[src/rtl/pxl_simd_pkg.sv]
package pxl_simd_pkg;
  localparam int OP_W   = 4;
  localparam int BYTE_W = 8;
  localparam int WORD_W = 16;
  localparam int LONG_W = 32;

  typedef enum logic [OP_W-1:0] {
    OP_MAXUB = 4'd0,
    OP_MAXSB = 4'd1,
    OP_MAXUW = 4'd2,
    OP_MAXSW = 4'd3,
    OP_MINUB = 4'd4,
    OP_MINSB = 4'd5,
    OP_MINUW = 4'd6,
    OP_MINSW = 4'd7,
    OP_SAD   = 4'd8,
    OP_PACKW = 4'd9,
    OP_PACKL = 4'd10,
    OP_UNPKW = 4'd11,
    OP_UNPKL = 4'd12
  } op_e;

  typedef enum logic [1:0] {
    PK_W2B = 2'd0,
    PK_L2B = 2'd1,
    UP_B2W = 2'd2,
    UP_B2L = 2'd3
  } pk_mode_e;
endpackage

[src/rtl/pxl_lane_minmax.sv]
module pxl_lane_minmax #(
  parameter int DATA_W = 64,
  parameter int LANE_W = 8
) (
  input  logic [DATA_W-1:0] a,
  input  logic [DATA_W-1:0] b,
  input  logic              is_signed,
  input  logic              take_max,
  output logic [DATA_W-1:0] y
);
  localparam int LANES = DATA_W / LANE_W;

  for (genvar i = 0; i < LANES; i++) begin : g_lane
    logic [LANE_W-1:0] la, lb;
    logic              a_gt;
    assign la = a[i*LANE_W +: LANE_W];
    assign lb = b[i*LANE_W +: LANE_W];
    always_comb begin
      if (is_signed) a_gt = $signed(la) > $signed(lb);
      else           a_gt = la > lb;
    end
    assign y[i*LANE_W +: LANE_W] = (a_gt == take_max) ? la : lb;
  end
endmodule

[src/rtl/pxl_sad.sv]
module pxl_sad #(
  parameter int DATA_W = 64,
  parameter int ELEM_W = 8
) (
  input  logic [DATA_W-1:0] a,
  input  logic [DATA_W-1:0] b,
  output logic [DATA_W-1:0] y
);
  localparam int LANES = DATA_W / ELEM_W;
  localparam int SUM_W = ELEM_W + $clog2(LANES);

  logic [ELEM_W-1:0] diff [LANES];
  logic [SUM_W-1:0]  sum;

  for (genvar i = 0; i < LANES; i++) begin : g_diff
    logic [ELEM_W-1:0] ea, eb;
    assign ea = a[i*ELEM_W +: ELEM_W];
    assign eb = b[i*ELEM_W +: ELEM_W];
    assign diff[i] = (ea > eb) ? (ea - eb) : (eb - ea);
  end

  always_comb begin
    sum = '0;
    for (int i = 0; i < LANES; i++) begin
      sum = sum + {{(SUM_W-ELEM_W){1'b0}}, diff[i]};
    end
  end

  assign y = {{(DATA_W-SUM_W){1'b0}}, sum};
endmodule

[src/rtl/pxl_pack.sv]
module pxl_pack
  import pxl_simd_pkg::*;
#(
  parameter int DATA_W = 64
) (
  input  logic [DATA_W-1:0] src,
  input  pk_mode_e          mode,
  output logic [DATA_W-1:0] y
);
  localparam int NW = DATA_W / WORD_W;
  localparam int NL = DATA_W / LONG_W;

  logic [DATA_W-1:0] w2b, l2b, b2w, b2l;

  assign w2b[DATA_W-1:NW*BYTE_W] = '0;
  for (genvar i = 0; i < NW; i++) begin : g_w2b
    assign w2b[i*BYTE_W +: BYTE_W] = src[i*WORD_W +: BYTE_W];
    assign b2w[i*WORD_W +: WORD_W] = {{(WORD_W-BYTE_W){1'b0}}, src[i*BYTE_W +: BYTE_W]};
  end

  assign l2b[DATA_W-1:NL*BYTE_W] = '0;
  for (genvar i = 0; i < NL; i++) begin : g_l2b
    assign l2b[i*BYTE_W +: BYTE_W] = src[i*LONG_W +: BYTE_W];
    assign b2l[i*LONG_W +: LONG_W] = {{(LONG_W-BYTE_W){1'b0}}, src[i*BYTE_W +: BYTE_W]};
  end

  always_comb begin
    unique case (mode)
      PK_W2B:  y = w2b;
      PK_L2B:  y = l2b;
      UP_B2W:  y = b2w;
      default: y = b2l;
    endcase
  end
endmodule

[src/rtl/pxl_simd_unit.sv]
module pxl_simd_unit
  import pxl_simd_pkg::*;
#(
  parameter int DATA_W = 64
) (
  input  logic              clk,
  input  logic              rst_n,
  input  logic              in_valid,
  output logic              in_ready,
  input  logic [OP_W-1:0]   in_op,
  input  logic [DATA_W-1:0] in_a,
  input  logic [DATA_W-1:0] in_b,
  output logic              out_valid,
  input  logic              out_ready,
  output logic [DATA_W-1:0] out_data,
  output logic              out_err
);
  logic [DATA_W-1:0] byte_y, word_y, sad_y, pk_y, res;
  logic              lane_signed, lane_max, bad_op;
  pk_mode_e          pk_mode;

  // Select bit 0 picks signed compare, bit 2 picks minimum.
  assign lane_signed = in_op[0];
  assign lane_max    = ~in_op[2];

  pxl_lane_minmax #(.DATA_W(DATA_W), .LANE_W(BYTE_W)) u_mm_byte (
    .a(in_a), .b(in_b), .is_signed(lane_signed), .take_max(lane_max), .y(byte_y)
  );

  pxl_lane_minmax #(.DATA_W(DATA_W), .LANE_W(WORD_W)) u_mm_word (
    .a(in_a), .b(in_b), .is_signed(lane_signed), .take_max(lane_max), .y(word_y)
  );

  pxl_sad #(.DATA_W(DATA_W), .ELEM_W(BYTE_W)) u_sad (
    .a(in_a), .b(in_b), .y(sad_y)
  );

  always_comb begin
    unique case (in_op)
      OP_PACKW: pk_mode = PK_W2B;
      OP_PACKL: pk_mode = PK_L2B;
      OP_UNPKW: pk_mode = UP_B2W;
      default:  pk_mode = UP_B2L;
    endcase
  end

  pxl_pack #(.DATA_W(DATA_W)) u_pack (
    .src(in_b), .mode(pk_mode), .y(pk_y)
  );

  always_comb begin
    res    = '0;
    bad_op = 1'b0;
    unique case (in_op)
      OP_MAXUB, OP_MAXSB, OP_MINUB, OP_MINSB: res = byte_y;
      OP_MAXUW, OP_MAXSW, OP_MINUW, OP_MINSW: res = word_y;
      OP_SAD:                                 res = sad_y;
      OP_PACKW, OP_PACKL, OP_UNPKW, OP_UNPKL: res = pk_y;
      default:                                bad_op = 1'b1;
    endcase
  end

  assign in_ready = ~out_valid | out_ready;

  always_ff @(posedge clk) begin
    if (!rst_n) begin
      out_valid <= 1'b0;
      out_data  <= '0;
      out_err   <= 1'b0;
    end else begin
      if (in_ready) out_valid <= in_valid;
      if (in_valid && in_ready) begin
        out_data <= res;
        out_err  <= bad_op;
      end
    end
  end
endmodule

[config.mk]
export PLATFORM = sky130hd
export DESIGN_NAME = pxl_simd_unit
export DESIGN_NICKNAME = d
export VERILOG_FILES = /design/src/rtl/pxl_simd_pkg.sv /design/src/rtl/pxl_lane_minmax.sv /design/src/rtl/pxl_sad.sv /design/src/rtl/pxl_pack.sv /design/src/rtl/pxl_simd_unit.sv
export SDC_FILE = /design/constraint.sdc
export NUM_CORES = 1
export LEC_CHECK = 0
export BUFFER_PORTS_ARGS = -buffer_cell sky130_fd_sc_hd__buf_2
export CORE_MARGIN = 2
export CORE_UTILIZATION = 40
export CTS_CLUSTER_DIAMETER = 50
export CTS_CLUSTER_SIZE = 16
export DETAILED_ROUTE_END_ITERATION = 12
export GPL_TIMING_DRIVEN = 0
export PLACE_DENSITY = 0.58
export SETUP_SLACK_MARGIN = 0.3
export SYNTH_ARGS = -nofsm -noshare
export SYNTH_HDL_FRONTEND = slang
export SYNTH_SLANG_ARGS = --single-unit
[constraint.sdc]
create_clock -name clk -period 13.8 [get_ports clk]
set_input_delay 2.76 -clock clk [delete_from_list [all_inputs] [get_ports clk]]
set_output_delay 2.76 -clock clk [all_outputs]
set_load 0.1 [all_outputs]
==> qor_table.md <==
| Stage | Metric | This run |
|:---|:---|:---|
| outcome | Run status | finished, final reports clean |
| clock network | Post-CTS Setup Bufs | 0 |
| setup path | CP endpoint kind | flop |
| floorplanning | Core area | 29500 um^2 |
| floorplanning | Chip width | 177 um |
| grt | Met3 Usage GRT | 3.89% |
| sta | Ratio of final minimum period to clock period | 73.1% |
| sta | Worst Tran Pin Value | 1.30 ns |
| clock network | Number of gates given a new drive strength after cts | 0 |
| sta | Max Clk Rate | 99.1 MHz |
| synth | Number of warnings reported in the yosys synthesis log | 0 |
| grt | First-pass GRT wire length | 65600 um |
| synth | Cell type with the highest aggregate area in the netlist | sky130_fd_sc_hd__ha_1 |
| clock network | # H-tree levels | 3 |
| floorplanning | Starting utilization of the core area | 40.5% |
| setup path | Critical Path AT | 10.39 ns |
| synth | Synthesized-area fraction occupied by xor and xnor cells | 6.19% |
| synth | Unique cell type count in the Yosys netlist | 87 |
| floorplanning | Die span in y | 177 um |
| setup path | Crit Reg-Reg Endpoint | out_data[51] |
| setup path | Peak fanout along the critical path | 9 |
| detailed routing | Via total after detailed routing | 11800 |
| placement | Half-perimeter wire length after detailed placement | 35800 um |
| cells and area | Core occupancy in the finished layout | 46.7% |
| synth | Top cells by instance count after synthesis | 231 x sky130_fd_sc_hd__inv_1, 147 x sky130_fd_sc_hd__ha_1, 120 x sky130_fd_sc_hd__mux2i_1 |
| setup path | Slowest stage cell, crit path | sky130_fd_sc_hd__fa_1 |
| sta | Final setup violation count | 0 |
| job | Max-cap viol count | 0 |
| detailed routing | Wire length per cell | 21.0 um |
| synth | Sequential share of the synthesized area | 11.1% |
| synth | Syn_nets | 1784 |
| synth | Simple-gate area share of the yosys netlist | 11.5% |
| synth | Top-count cell post-synth | sky130_fd_sc_hd__inv_1 |
| setup path | Number of buffer and inverter instances along the worst setup path | 5 |
| sta | Sum of negative setup slack | 0 ns |
| synth | Mean area per synthesized cell | 8.26 um^2 |
| setup path | Worst path required time | 14.10 ns |
| sta | RSZ-0062 raised after global routing | no |
| setup path | Type of element launching the critical path | primary input |
| floorplanning | Area of the die | 31300 um^2 |
| grt | Met2 Use GR | 46.0% |
| detailed routing | Number of design-rule violations left by the first detailed-router iteration | 1135 |
| setup path | FF-to-FF path depth | 7 |
| synth | Fraction of the mapped netlist area in adder cells | 24.6% |
| grt | Global route overflow | 0 |
| synth | Biggest area contributors in the synthesized netlist | sky130_fd_sc_hd__ha_1 15%, sky130_fd_sc_hd__dfxtp_1 11%, sky130_fd_sc_hd__mux2i_1 10% |
| synth | Most instantiated flip-flop cell in the synthesis netlist | sky130_fd_sc_hd__dfxtp_1 |
| synth | Main combinational cell family by area after synthesis | adder cells |
| placement | Placement Cell Area | 13400 um^2 |
| worst hold path | Hold Crit Depth | 2 |
| floorplanning | FP Rows | 63 |
| setup path | CP Class | primary input to flop |
| detailed routing | DRC violation count after routing | 0 |
| clock network | Clock transition at the registers of the reported paths | 0.07 ns |
| synth | Share of the synthesized area in compound gates (AO/OA/AOI/OAI) | 24.6% |
| setup path | Worst reg-to-reg setup slack | 10.93 ns |
| cells and area | Multi-input combinational cell area | 9490 um^2 |
| sta | Worst-case clock skew | 0.0127 ns |
| setup path | Slowest Stage Delay on Critical Path | 0.55 ns |
| grt | Largest net degree at the start of global routing | 14 |
| cells and area | Layout Area Growth over Synthesis | 15.3% |
| synth | Share of the synthesized area in the top cell type | 15.4% |
| placement | Count of port buffers added during placement | 201 |
| cells and area | Post-Layout Inst Area | 13800 um^2 |
| worst hold path | Endpoint, Worst Hold | out_data[43] |
| power and ir drop | Cell Pwr Density | 269 nW/um^2 |
| cells and area | Fraction of layout instances using a drive strength above 1 | 20.0% |
| floorplanning | Top Ports | 203 |
| clock network | Clk sink count | 66 |
| cells and area | Number of standard cells in the final layout excluding fillers | 2055 |
| placement | Post-placement cell count | 2037 |
| detailed routing | Remaining number of nets flagged by the antenna check after routing | 0 |
| detailed routing | DR vias/cell | 5.74 |
| sta | Final hold vios | 0 |
| sta | Worst slew margin relative to its limit | 12.6% |
| setup path | Source of the worst register-to-register timing path | out_valid |
| grt | Global-route usage over all layers | 27.4% |
| detailed routing | Routed WL | 43100 um |
| worst hold path | Hold WC Path Type | flop to flop |
| clock network | Number of hold buffers added after CTS | 0 |
| setup path | Crit-path leading delay family | adder cells |
| clock network | Clock buffers created by TritonCTS | 9 |
| clock network | Cell at the root of the clock tree | sky130_fd_sc_hd__clkbuf_16 |
| clock network | Clock latency on the worst-skew pair | 0.36 ns |
| detailed routing | Number of detailed-routing iterations run before antenna repair | 7 |
| grt | Antenna violations before repair | 4 |
| setup path | Most numerous cell on the critical path | sky130_fd_sc_hd__fa_1 |
| synth | Count of flip-flops with a built-in enable after synthesis | 0 |
| clock network | TritonCTS clock tree | done |
| grt | Number of global-route vias before repair | 11500 |
| placement | Final weighted congestion in routability-driven placement | 0.940 |
| sta | Final slew viol count | 0 |
| synth | Mux cell area share after synthesis | 12.5% |
| worst hold path | Hold Startpoint | out_data[43] |
| cells and area | Number of nets in the finished design | 1996 |
| power and ir drop | Leakage dissipation | 0.00683 uW |
| grt | Global routing's busiest layer | met2 |
| synth | Seq cells post-synth | 66 |
| sta | Clock period minus worst slack | 10.09 ns |
| synth | Synth Cell Area | 11900 um^2 |
| cells and area | Sequential cell area | 1320 um^2 |
| grt | M1 GR Usage | 36.4% |
| cells and area | # fillers | 3008 |
| power and ir drop | Maximum resistive drop on vdd | 600 uV |
| clock network | Maximum number of buffers from clock root to sink | 2 |
| synth | Synth async-reset ratio | 0% |
| synth | Syn Inst Count | 1446 |
-- area by class of cell --
class / count / share of cell area (%)
multi-input combinational: 1091 / 68.9
sequential: 66 / 9.60
timing repair buffer: 201 / 7.31
inverter: 234 / 6.38
tap: 390 / 3.54
buffer: 55 / 1.86
clock buffer: 9 / 1.64
clock inverter: 7 / 0.727
antenna: 2 / 0.0364
-- routing by layer --
metal | vias up | share of wire [%]
met5 | - | 0.13
met4 | 2 | 3.0
li1 | 5541 | -
met1 | 5619 | 43
met2 | 539 | 47
met3 | 89 | 7.7
-- state kept, by name, indices dropped and copies added, names as in the netlist --
register,cells
out_err,1
out_valid,1
out_data,64
-- power by group --
group,switching [uW],internal [uW]
Clock,118,161
Combinational,1980,1230
Sequential,12.6,206
-- cells by family (layout without fill, tap and decap cells) --
family          after synthesis  after routing
fa+ha+maj                   202            202
flops                        66             66
other cells                   0              2
mux                         145            145
xor+xnor                     66             66
compound gates              415            415
buf+inv                     289            506
simple gates                263            263
-- worst register-to-register path, cell delays in order, from the launching register on --
cell and delay [ns]:
sky130_fd_sc_hd__dfxtp_1 0.33, sky130_fd_sc_hd__nand2b_1 0.09, sky130_fd_sc_hd__nand2_1 0.31, sky130_fd_sc_hd__clkbuf_1 0.48, sky130_fd_sc_hd__clkbuf_1 0.62, sky130_fd_sc_hd__clkbuf_1 0.60, sky130_fd_sc_hd__a21oi_1 0.19, sky130_fd_sc_hd__nor3_2 0.16
-- cell usage in the layout (no fill, tap or decap), types with 7 or more instances in the layout --
cell                        synthesis  routed
sky130_fd_sc_hd__xnor2_1           40      40
sky130_fd_sc_hd__and2_1            14      14
sky130_fd_sc_hd__buf_2             13     214
sky130_fd_sc_hd__a222oi_1          18      18
sky130_fd_sc_hd__o21ai_0           48      48
sky130_fd_sc_hd__o21bai_1          17      17
sky130_fd_sc_hd__nor2b_1           11      11
sky130_fd_sc_hd__a22oi_1           26      26
sky130_fd_sc_hd__ha_1             147     147
sky130_fd_sc_hd__a21o_1            20      20
sky130_fd_sc_hd__nor3_1            11      11
sky130_fd_sc_hd__nor3_2            18      18
sky130_fd_sc_hd__o21ai_1           22      22
sky130_fd_sc_hd__a211oi_1          18      18
sky130_fd_sc_hd__xnor2_4            7       7
sky130_fd_sc_hd__a22o_1             8       8
sky130_fd_sc_hd__inv_1            231     231
sky130_fd_sc_hd__or3_1              8       8
sky130_fd_sc_hd__fa_1              55      55
sky130_fd_sc_hd__mux2_2            20      20
sky130_fd_sc_hd__o21a_1             7       7
sky130_fd_sc_hd__dfxtp_1           66      66
sky130_fd_sc_hd__a221oi_1          13      13
sky130_fd_sc_hd__mux2i_1          120     120
sky130_fd_sc_hd__a31oi_1           23      23
sky130_fd_sc_hd__o221a_1           13      13
sky130_fd_sc_hd__a21oi_1          115     115
sky130_fd_sc_hd__nand4_1           15      15
sky130_fd_sc_hd__xor2_1            15      15
sky130_fd_sc_hd__clkbuf_16          0       9
sky130_fd_sc_hd__nand2_1           77      77
sky130_fd_sc_hd__clkbuf_1          33      33
sky130_fd_sc_hd__nor2_1            57      57
sky130_fd_sc_hd__nand3_1           21      21
sky130_fd_sc_hd__nand2b_1           9       9
-- worst max path at each step --
stage | to | startpoint | cells past startpoint
6_report | out_data[10] | in_b[8] | 32
5_1_grt | out_data[10] | in_b[8] | 32
4_1_cts | out_data[10] | in_b[8] | 32
3_5_place_dp | out_data[10] | in_b[8] | 32
3_3_place_gp | out_data[10] | in_b[8] | 32
2_1_floorplan | out_data[10] | in_a[8] | 32
-- per-stage QoR --
stage | hold WS (ns) | power [uW] | worst slack (ns)
CTS | 0.448 | 3700 | 3.75
detailed placement | 0.439 | 3380 | 3.44
floorplan | 0.875 | 2480 | 4.39
finish | 0.443 | 3710 | 3.71
global route | 0.466 | 4050 | 3.34
global placement | 0.433 | 3350 | 3.45
Note: power is estimated with default switching activity, not from simulation.
